### src/rtl/bcd_adder_pkg.sv
package bcd_adder_pkg;
  localparam int DIGIT_BITS = 4;
  localparam int RAW_BITS   = DIGIT_BITS + 1;
  localparam int DEC_LIMIT  = 9;
  localparam logic [DIGIT_BITS-1:0] FIX_VALUE = DIGIT_BITS'(6);

  // Strobes sent from a digit's control to its datapath
  typedef struct packed {
    logic addSix;   // apply decimal correction
    logic carryUp;  // decimal carry into the next digit
  } digitStrobe_t;
endpackage

### src/rtl/bcd_digit_ctl.sv
module bcd_digit_ctl
  import bcd_adder_pkg::*;
(
  input  logic [RAW_BITS-1:0] rawSum,
  output digitStrobe_t        strobe
);
  logic overRange;
  logic binCarry;

  always_comb begin
    binCarry       = rawSum[DIGIT_BITS];
    // 10..15: top bit set together with either middle bit
    overRange      = rawSum[DIGIT_BITS-1] & (rawSum[DIGIT_BITS-2] | rawSum[DIGIT_BITS-3]);
    strobe.addSix  = binCarry | overRange;
    strobe.carryUp = binCarry | overRange;
  end
endmodule

### src/rtl/bcd_digit_path.sv
module bcd_digit_path
  import bcd_adder_pkg::*;
(
  input  logic [DIGIT_BITS-1:0] digA,
  input  logic [DIGIT_BITS-1:0] digB,
  input  logic                  digCarry,
  input  digitStrobe_t          strobe,
  output logic [RAW_BITS-1:0]   rawSum,
  output logic [DIGIT_BITS-1:0] digitOut
);
  always_comb begin
    rawSum   = {1'b0, digA} + {1'b0, digB} + {{DIGIT_BITS{1'b0}}, digCarry};
    digitOut = strobe.addSix ? (rawSum[DIGIT_BITS-1:0] + FIX_VALUE)
                             : rawSum[DIGIT_BITS-1:0];
  end
endmodule

### src/rtl/bcd_adder.sv
module bcd_adder
  import bcd_adder_pkg::*;
#(
  parameter int DIGITS = 4,
  localparam int WIDTH = DIGITS * DIGIT_BITS
) (
  input  logic [WIDTH-1:0] addA,
  input  logic [WIDTH-1:0] addB,
  input  logic             carryIn,
  output logic [WIDTH-1:0] sumOut,
  output logic             carryOut
);
  logic [DIGITS:0] digitCarry;

  assign digitCarry[0] = carryIn;

  for (genvar d = 0; d < DIGITS; d++) begin : g_digit
    logic [RAW_BITS-1:0] raw;
    digitStrobe_t        strb;

    bcd_digit_path u_path (
      .digA     (addA[d*DIGIT_BITS +: DIGIT_BITS]),
      .digB     (addB[d*DIGIT_BITS +: DIGIT_BITS]),
      .digCarry (digitCarry[d]),
      .strobe   (strb),
      .rawSum   (raw),
      .digitOut (sumOut[d*DIGIT_BITS +: DIGIT_BITS])
    );

    bcd_digit_ctl u_ctl (
      .rawSum (raw),
      .strobe (strb)
    );

    assign digitCarry[d+1] = strb.carryUp;
  end

  assign carryOut = digitCarry[DIGITS];
endmodule

### config.mk
export PLATFORM = sky130hd
export DESIGN_NAME = bcd_adder
export DESIGN_NICKNAME = d
export VERILOG_FILES = /design/src/rtl/bcd_adder_pkg.sv /design/src/rtl/bcd_digit_ctl.sv /design/src/rtl/bcd_digit_path.sv /design/src/rtl/bcd_adder.sv
export SDC_FILE = /design/constraint.sdc
export NUM_CORES = 1
export LEC_CHECK = 0
export BUFFER_PORTS_ARGS = -buffer_cell sky130_fd_sc_hd__clkbuf_2
export CAP_MARGIN = 20
export CORE_AREA = 3 3 48 50
export DETAILED_ROUTE_END_ITERATION = 6
export DIE_AREA = 0 0 51 53
export PLACE_DENSITY = 0.85
export SLEW_MARGIN = 10
export SYNTH_ARGS = -nofsm -noshare
export SYNTH_HDL_FRONTEND = slang
export SYNTH_HIERARCHICAL = 1
export SYNTH_SLANG_ARGS = --single-unit
### constraint.sdc
create_clock -name vclk -period 12.5
set_input_delay 1.25 -clock vclk [all_inputs]
set_output_delay 1.25 -clock vclk [all_outputs]
set_load 0.05 [all_outputs]
---- Word-level counts from Yosys, hierarchy flattened ----
Index checks and enable logic that the tools add are counted.
storage, ports and cells
  RAM bits ................................ 0
  memories ................................ 0
  output and inout bits ................... 17
  register bits ........................... 0
  bits of input ports ..................... 33
  ROM bits ................................ 0
  latch bits .............................. 0
cells by class
  divide/modulo/power cells ............... 0
  equality and inequality tests ........... 0
  multiplexer cells ....................... 4
  multiply operators ...................... 0
  add/sub/neg operators ................... 12
  reduce and logical (&&, ||, !) cells .... 0
  shifts and indexed selects .............. 0
  bitwise logic cells ..................... 12
  $lt $le $gt $ge ......................... 0
operator list
  kind                   count
  $add A4 B4 Y5          4
  $add A5 B1 Y5          4
  $add A4 B3 Y4 const B  4
  $mux W4                4
  $or A1 B1 Y1           8
  $and A1 B1 Y1          4

---- Longest topological paths before layout ----
Gate-level depths: netlist (run 1).
  depth after elaboration ................. 18
  mapped depth ............................ 32

---- Hierarchy ----
Netlist (run 1), hierarchy kept.
modules (own cells, without submodules)
  module                                   area each (um^2)  times used  sequential area each (um^2)  cells each
  bcd_digit_path at g_digit[0].u_path ...  224.0             2           0.0                          28
  bcd_digit_path at g_digit[2].u_path ...  222.7             2           0.0                          28
  bcd_digit_ctl                            18.8              4           0.0                          3

---- Worst setup path before layout (run 1) ----
Ideal clock, no wire load.
  path kind ............................... input-to-output
  from .................................... input addA[0]
  to ...................................... output sumOut[15]
  path buffers ............................ 1
  arrival time ............................ 7.810 ns
  slack ................................... 3.440 ns
  stages on the path ...................... 32
  cells stage by stage .................... inv_1 > fa_1 > fa_1 > xor2_1 > inv_1 > o21ai_1 > nand2b_1 > inv_1 > fa_1 > fa_1 > xor2_1 > inv_1 > o21ai_1 > nand2b_1 > inv_1 > fa_1 > fa_1 > xor2_1 > inv_1 > o21ai_1 > nand2b_1 > inv_1 > fa_1 > fa_1 > xor2_1 > inv_1 > o21ai_1 > nand2b_1 > buf_4 > and2b_1 > xnor2_1 > xnor2_1
RTL lines
  item                line             RTL
  start: declaration  bcd_adder.sv:7   input logic [WIDTH-1:0] addA,
  end: declaration    bcd_adder.sv:10  output logic [WIDTH-1:0] sumOut,

==> key figures, run 1 <==
Power and ir drop
  • PwrDens: 169 nW/um^2
  • Leak pwr: 0.742 nW
  • VDD IR max: 148 uV
  • Power Total: 0.201 mW

Final layout
  • Fraction of layout cells with a size suffix above 1: 31.3%
  • Antenna diodes: 0
  • Layout area overhead: 27.1%
  • Most frequent cells in the layout: 50 x clkbuf_2, 32 x inv_1, 16 x ha_1
  • Flip-flop and latch area: 0 sq um
  • Clock buffer cells: 0
  • Final #Nets: 225
  • Filler instances: 194
  • Util after Layout: 61.4%
  • Post-route cell area: 1190 sq um
  • Commonest non-fill, non-tap cell in the layout: clkbuf_2
  • FFs & Latches: 0

Run status
  • Run status: finished, final reports clean

Clocking
  • PostCTS Resize Cnt: 0
  • Hold-fix buffers, CTS: 0
  • Setup Buffers After CTS: 0

STA
  • F_max: 110 MHz
  • Hold Slack: 3030 ps
  • RSZ-0062 raised after global routing: false
  • Slew @ Worst Pin: 282 ps
  • Tmin final: 9060 ps
  • Final slew viol count: 0
  • Final setup viols: 0
  • Relative slew slack: 81.3%
  • Final period utilization: 72.5%
  • Setup TNS Final: 0 ps
  • Fin. Hold Viols: 0

Floorplanning
  • Core area: 1940 sq um
  • # rows: 16
  • Initial core utilization: 48.3%
  • Die X-Extent: 51 um
  • Die area: 2700 sq um
  • Number of I/O pins: 50
  • Chip Height: 53 um

Synthesis
  • Synthesized area: 938 sq um
  • Ys Warns: 6
  • Average size of a mapped cell: 7.82 sq um
  • Synthesized net count: 177
  • Post-Syn Instances: 120

Critical path
  • Worst setup SP type: primary input
  • Setup crit end kind: output pin
  • Worst Path Arrival: 7810 ps
  • Critical Path Max Stage Delay: 480 ps
  • Top cell family by delay on the critical path: adder cells
  • Worst path bufs/invs: 10
  • CP max-delay cell: fa_1
  • Crit-path max FO: 4
  • CP required: 11250 ps
  • Crit path kind: primary input to output pin

Global route
  • Grt total ovfl: 0
  • First-pass GRT wire length: 3170 um
  • Largest net degree at the start of global routing: 5
  • Antenna violations before repair: 0
  • Vias in the first global route: 805
  • All-Layer GR Usage: 14.6%

Worst hold path
  • Hold endpoint: sumOut[0]
  • Worst min path class: primary input to output pin
  • Worst Min Path Start: carryIn
  • Hold path depth: 5

Route
  • Routed wire length: 1920 um
  • 1st-iter DRT viols: 5
  • Drt drc: 0
  • DR WL/cell: 9.96 um
  • Post-route antenna net violation count: 0
  • Initial DRT Pass Iterations: 4
  • Vias per cell: 4.54
  • Routed vias: 876

Run
  • # Max-Cap Violations: 0

Placement
  • I/O Buffers: 50
  • Final Wtd Congestion: 0.732
  • HPWL after DPL: 1870 um
  • Area after DPL: 1190 sq um
[per-stage QoR]
stage,std cells,setup WS (ps)
4_1_cts,193,3410
6_report,193,3440
5_1_grt,193,2990
3_5_place_dp,193,3410
2_1_floorplan,120,3440
3_3_place_gp,193,3680
[report_power, final]
part | leakage [nW] | internal [mW] | switching [mW] | total (mW)
Clock | 0 | 0 | 0 | 0
Sequential | 0 | 0 | 0 | 0
Combinational | 0.742 | 0.0578 | 0.143 | 0.201
Total | 0.742 | 0.0578 | 0.143 | 0.201
[area by class of cell]
| class | count | area [sq um] | share of cell area (%) |
|---|---|---|---|
| Tap cell | 27 | 33.8 | 2.83 |
| Timing Repair Buffer | 50 | 250 | 21.0 |
| Multi-Input combinational cell | 84 | 788 | 66.1 |
| Inverter | 32 | 120 | 10.1 |
[per-layer routing]
metal / track usage (%) / wire [um]
met4: 2.24 / 14
met3: 0.282 / 93
met5: 0 / 0
met2: 32.2 / 1150
met1: 15.0 / 665
[how the worst max path moves through the flow]
| stage | from | to | slack, ps | cells after the start |
|---|---|---|---|---|
| 2_1_floorplan | addA[0] | sumOut[15] | 3440 | 32 |
| 3_5_place_dp | addA[0] | sumOut[15] | 3410 | 33 |
| 5_1_grt | addA[0] | sumOut[15] | 2990 | 33 |
| 3_3_place_gp | addA[0] | sumOut[15] | 3680 | 33 |
| 6_report | addA[0] | sumOut[15] | 3440 | 33 |
| 4_1_cts | addA[0] | sumOut[15] | 3410 | 33 |
Power figures use the tool's default switching activity.
==> run 2, diff against run 1 <==
- ABC_AREA: not set -> 1
- CORE_AREA: 3 3 48 50 -> 3 3 50 52
- DIE_AREA: 0 0 51 53 -> 0 0 53 55
- PLACE_DENSITY: 0.85 -> 0.83
- clock period: 12.5 -> 8.61 ns (I/O delays scaled with it)
==> key figures, run 2 <==
Worst hold path
  • Hold path depth: 5 (unchanged)
  • Worst Min Path Start: carryIn (unchanged)
  • Hold endpoint: sumOut[0] (unchanged)
  • Worst min path class: primary input to output pin (unchanged)

Global route
  • Grt total ovfl: 0 (unchanged)
  • Antenna violations before repair: 0 (unchanged)
  • Vias in the first global route: 934 (was 805)
  • First-pass GRT wire length: 3320 um (was 3170 um)
  • Largest net degree at the start of global routing: 6 (was 5)
  • All-Layer GR Usage: 14.0% (was 14.6%)

Floorplanning
  • Die area: 2920 sq um (was 2700 sq um)
  • Number of I/O pins: 50 (unchanged)
  • Chip Height: 55 um (was 53 um)
  • # rows: 17 (was 16)
  • Initial core utilization: 47.3% (was 48.3%)
  • Die X-Extent: 53 um (was 51 um)
  • Core area: 2150 sq um (was 1940 sq um)

Critical path
  • Crit path kind: primary input to output pin (unchanged)
  • Worst setup SP type: primary input (unchanged)
  • Critical Path Max Stage Delay: 450 ps (was 480 ps)
  • Worst Path Arrival: 6910 ps (was 7810 ps)
  • Most used cell along the critical path: fa_1
  • CP max-delay cell: fa_1 (unchanged)
  • Crit-path max FO: 3 (was 4)
  • CP required: 7750 ps (was 11250 ps)
  • Setup crit end kind: output pin (unchanged)

Placement
  • Dpl cells: 238 (was 193)
  • Final Wtd Congestion: 0.747 (was 0.732)
  • Pre-CTS setup slack: 825 ps (was 3410 ps)
  • HPWL after DPL: 1790 um (was 1870 um)
  • I/O Buffers: 50 (unchanged)
  • Area after DPL: 1270 sq um (was 1190 sq um)

Clocking
  • PostCTS Resize Cnt: 0 (unchanged)
  • Setup Buffers After CTS: 0 (unchanged)
  • Hold-fix buffers, CTS: 0 (unchanged)

Power and ir drop
  • Combinational cell fraction of total power: 100.0% (about the same)
  • VDD IR max: 176 uV (was 148 uV)
  • PwrDens: 206 nW/um^2 (was 169 nW/um^2)
  • Leak pwr: 0.869 nW (was 0.742 nW)
  • Reg power frac: 0% (about the same)
  • Sw Share: 72.3% (was 71.2%)
  • Clock power frac: 0% (about the same)
  • Switching Power: 0.190 mW (was 0.143 mW)
  • Int Power: 0.0725 mW (was 0.0578 mW)

Final layout
  • Flip-flop and latch area: 0 sq um (unchanged)
  • Clock buffer cells: 0 (unchanged)
  • Commonest non-fill, non-tap cell in the layout: clkbuf_2 (unchanged)
  • Antenna diodes: 0 (unchanged)
  • Cell Count, Final, Fillers Out: 238 (was 193)
  • Layout area overhead: 25.1% (was 27.1%)
  • Filler instances: 239 (was 194)
  • Fraction of layout cells with a size suffix above 1: 29.5% (was 31.3%)
  • Post-route cell area: 1270 sq um (was 1190 sq um)
  • Most frequent cells in the layout: 50 x clkbuf_2, 48 x inv_1, 28 x nand2_1 (was 50 x clkbuf_2, 32 x inv_1, 16 x ha_1)
  • Final #Nets: 269 (was 225)
  • FFs & Latches: 0 (unchanged)

Route
  • 1st-iter DRT viols: 3 (was 5)
  • DR WL/cell: 7.86 um (was 9.96 um)
  • Drt drc: 0 (unchanged)
  • Routed vias: 1054 (was 876)
  • Initial DRT Pass Iterations: 4 (unchanged)
  • Vias per cell: 4.43 (was 4.54)
  • Routed wire length: 1870 um (was 1920 um)
  • Post-route antenna net violation count: 0 (unchanged)

Synthesis
  • Synthesized area: 1020 sq um (was 938 sq um)
  • Post-Syn Instances: 164 (was 120)
  • Synthesized net count: 221 (was 177)
  • Ys Warns: 6 (unchanged)
  • Average size of a mapped cell: 6.19 sq um (was 7.82 sq um)

STA
  • Final period utilization: 90.3%
  • Relative slew slack: 81.1% (was 81.3%)
  • Slew @ Worst Pin: 284 ps (was 282 ps)
  • RSZ-0062 raised after global routing: false (unchanged)
  • Final slew viol count: 0 (unchanged)
  • F_max: 129 MHz
  • PnR worst setup slack: 839 ps (was 3440 ps)
  • Hold Slack: 2260 ps (was 3030 ps)
  • Final setup viols: 0 (unchanged)
  • Fin. Hold Viols: 0 (unchanged)
  • Tmin final: 7770 ps
  • Setup TNS Final: 0 ps (unchanged)

Run
  • # Max-Cap Violations: 0 (unchanged)

Run status
  • Run status: finished, final reports clean (unchanged)
## run 2: layout make-up
| cell class | count | area, sq um | area share [%] |
|---|---|---|---|
| inverter | 52 | 195 | 15.4 |
| multi-input combinational | 108 | 791 | 62.2 |
| tap | 28 | 35.0 | 2.76 |
| timing repair buffer | 50 | 250 | 19.7 |
## run 2: critical path, delay by kind of cell
kind	cells	cell delay, ps
compound gates	4	280
xor+xnor	4	790
fa+ha+maj	8	3280
buf+inv	12	1040
simple gates	7	640
## run 2: worst max path at each step
stage | from | to | slack [ps]
after floorplan | addA[0] | sumOut[13] | 720
after global routing | addA[0] | sumOut[15] | 270
after CTS | addA[0] | sumOut[15] | 800
after detailed placement | addA[0] | sumOut[15] | 820
final | addA[0] | sumOut[15] | 840
after global placement | addA[0] | sumOut[15] | 900
## run 2: routing by layer
layer	track usage (%)	part of all wire [%]	vias to the layer above
li1	-	-	588
met1	18.1	44	431
met2	27.3	48	35
met3	0.804	8.7	0
met4	0	0	0
met5	0	0	-
## run 2: power by group through the flow
stage          clock, mW  sequential (mW)  combinational, mW
6_report               0                0              0.262
5_1_grt                0                0              0.291
4_1_cts                0                0              0.266
3_5_place_dp           0                0              0.264
3_3_place_gp           0                0              0.261
2_1_floorplan          0                0              0.218
## run 2: stage by stage
step / util (%) / total power, mW
after global routing: 59.2 / 0.291
after floorplan: - / 0.218
final: 59.2 / 0.262
after global placement: 59.2 / 0.261
after CTS: 59.2 / 0.266
after detailed placement: 59.2 / 0.264
==> run 3, diff against run 2 <==
- ABC_AREA: 1 -> not set
- PLACE_DENSITY: 0.83 -> 0.81
- SYNTH_HIERARCHICAL: 1 -> not set
==> key figures, run 3 <==
Run status
  • Run status: finished, violations left (was finished, final reports clean)
  • Violated checks: negative setup slack

Global route
  • First-pass GRT wire length: 5170 um (was 3320 um)
  • All-Layer GR Usage: 23.7% (was 14.0%)
  • Grt total ovfl: 0 (unchanged)
  • Vias in the first global route: 1314 (was 934)
  • Largest net degree at the start of global routing: 6 (unchanged)
  • Antenna violations before repair: 0 (unchanged)

Final layout
  • Layout area overhead: 95.4% (was 25.1%)
  • Most frequent cells in the layout: 44 x buf_4, 43 x clkbuf_2, 15 x ha_1 (was 50 x clkbuf_2, 48 x inv_1, 28 x nand2_1)
  • Final #Nets: 278 (was 269)
  • Commonest non-fill, non-tap cell in the layout: buf_4 (was clkbuf_2)
  • Cell Count, Final, Fillers Out: 243 (was 238)
  • Clock buffer cells: 0 (unchanged)
  • Post-route cell area: 1980 sq um (was 1270 sq um)
  • Fraction of layout cells with a size suffix above 1: 67.9% (was 29.5%)
  • Flip-flop and latch area: 0 sq um (unchanged)
  • Util after Layout: 92.1% (was 59.2%)
  • FFs & Latches: 0 (unchanged)
  • Antenna diodes: 0 (unchanged)

Synthesis
  • Synthesized net count: 180 (was 221)
  • Most frequent cells after synthesis: 20 x ha_1, 17 x inv_1, 12 x a21oi_1
  • Ys Warns: 0 (was 6)
  • Synth cell types: 27
  • Average size of a mapped cell: 8.51 sq um (was 6.19 sq um)
  • Post-synthesis sequential area ratio: 0%
  • Synthesized area: 1010 sq um (was 1020 sq um)
  • Post-Syn Instances: 119 (was 164)
  • Yosys top cell area share: 24.7%
  • Top cell type by total area after synthesis: ha_1
  • Top cells by area, synth: ha_1 25%, fa_1 16%, mux2i_1 9.9%, xnor2_1 6.9%, inv_1 6.3%
  • Cell with the most instances after synthesis: ha_1

Clocking
  • Hold-fix buffers, CTS: 0 (unchanged)

Power and ir drop
  • Switching Power: 0.256 mW (was 0.190 mW)
  • PwrDens: 226 nW/um^2 (was 206 nW/um^2)
  • Clock power frac: 0% (about the same)
  • Sw Share: 57.2% (was 72.3%)
  • Reg power frac: 0% (about the same)
  • Int Power: 0.192 mW (was 0.0725 mW)
  • VDD IR max: 252 uV (was 176 uV)
  • Combinational cell fraction of total power: 100.0% (about the same)
  • Power Total: 0.447 mW (was 0.262 mW)
  • Leak pwr: 1.02 nW (was 0.869 nW)

Critical path
  • Critical Path Max Stage Delay: 450 ps (about the same)
  • CP required: 7750 ps (about the same)
  • Most used cell along the critical path: fa_2 (was fa_1)
  • Worst setup SP type: primary input (unchanged)
  • Worst path bufs/invs: 8 (was 12)
  • Crit-path max FO: 5 (was 3)
  • CP startpoint: carryIn (was addA[0])
  • Top cell family by delay on the critical path: adder cells (unchanged)
  • Worst Setup EP: sumOut[13] (was sumOut[15])
  • Worst Path Arrival: 7930 ps (was 6910 ps)
  • Setup crit end kind: output pin (unchanged)
  • WP depth: 36 (was 35)
  • Crit path kind: primary input to output pin (unchanged)
  • CP max-delay cell: fa_2 (was fa_1)

STA
  • Tmin final: 8790 ps (was 7770 ps)
  • Slew @ Worst Pin: 381 ps (was 284 ps)
  • Setup TNS Final: -451 ps (was 0 ps)
  • Fin. Hold Viols: 0 (unchanged)
  • Final setup viols: 3 (was 0)
  • Final period utilization: 102% (was 90.3%)
  • RSZ-0062 raised after global routing: true (was false)
  • Relative slew slack: 74.4% (was 81.1%)
  • Final slew viol count: 0 (unchanged)
  • PnR worst setup slack: -180 ps (was 839 ps)
  • F_max: 114 MHz (was 129 MHz)
  • Hold Slack: 2270 ps (was 2260 ps)

Placement
  • Pre-CTS setup slack: -368 ps (was 825 ps)
  • I/O Buffers: 50 (unchanged)
  • HPWL after DPL: 2490 um (was 1790 um)
  • Final Wtd Congestion: 0.802 (was 0.747)
  • Dpl cells: 217 (was 238)
  • Area after DPL: 1650 sq um (was 1270 sq um)

Route
  • DR WL/cell: 19.5 um (was 7.86 um)
  • Initial DRT Pass Iterations: 4 (unchanged)
  • 1st-iter DRT viols: 33 (was 3)
  • Vias per cell: 5.80 (was 4.43)
  • Post-route antenna net violation count: 0 (unchanged)
  • Routed vias: 1410 (was 1054)
  • Drt drc: 0 (unchanged)
  • Routed wire length: 4750 um (was 1870 um)

Floorplanning
  • Initial core utilization: 47.1% (was 47.3%)
  • Number of I/O pins: 50 (unchanged)
  • # rows: 17 (unchanged)
  • Chip Height: 55 um (unchanged)
  • Die area: 2920 sq um (unchanged)
  • Die X-Extent: 53 um (unchanged)
  • Core area: 2150 sq um (unchanged)

Worst hold path
  • Worst Min Path Start: addB[4] (was carryIn)
  • Worst min path class: primary input to output pin (unchanged)

Run
  • # Max-Cap Violations: 0 (unchanged)
-- run 3: cell count changes in the layout (fill, tap and decap cells not counted), sizes merged, moves of 10 or more --
| cell | previous run | this run |
|---|---|---|
| buf | 0 | 52 |
| inv | 52 | 18 |
| mux2i | 0 | 10 |
| nand2 | 32 | 3 |
| nand3 | 20 | 1 |
| o21ai | 12 | 1 |
-- run 3: layer usage --
metal | vias to the layer above | GRT usage [%] | share of wire (%)
met5 | - | 0 | 0
met2 | 105 | 50.8 | 55
met3 | 38 | 2.14 | 6.8
met1 | 654 | 20.6 | 32
met4 | 0 | 14.9 | 6.0
li1 | 613 | - | -
-- run 3: cell families after synthesis --
group                    synth area share, %
AO/OA/AOI/OAI                           17.9
adder cells (fa/ha/maj)                 40.5
AND/OR/NAND/NOR                         14.6
buffers and inverters                   6.67
XOR/XNOR                                10.4
multiplexers                            9.89
-- run 3: final cells by class --
cell class | instances | area (sq um)
fillers | 87 | 170
well taps | 28 | 35.0
inverters | 18 | 75.1
multi-input cells | 101 | 1200
repair buffers | 96 | 672
-- run 3: worst min path at each step --
stage	end	slack [ps]	cells past startpoint
after floorplan	sumOut[12]	2080	1
after global routing	sumOut[4]	2300	3
after CTS	sumOut[12]	2270	3
after detailed placement	sumOut[12]	2260	3
final	sumOut[4]	2270	3
after global placement	sumOut[12]	2260	3
-- run 3: worst min-delay path: stages --
cell and delay, ps:
clkbuf_2 90, fa_2 190, clkbuf_2 270
-- run 3: timing repair --
item                       4_1_cts  5_1_grt
buffers inserted                21        7
pin swaps                       20       11
setup endpoints to repair        4        6
gates resized for setup          5       30
-- run 3: power by group through the flow --
stage | registers (mW) | logic (mW) | clock network [mW]
after floorplan | 0 | 0.254 | 0
after global placement | 0 | 0.337 | 0
final | 0 | 0.447 | 0
after detailed placement | 0 | 0.347 | 0
after CTS | 0 | 0.384 | 0
after global routing | 0 | 0.466 | 0
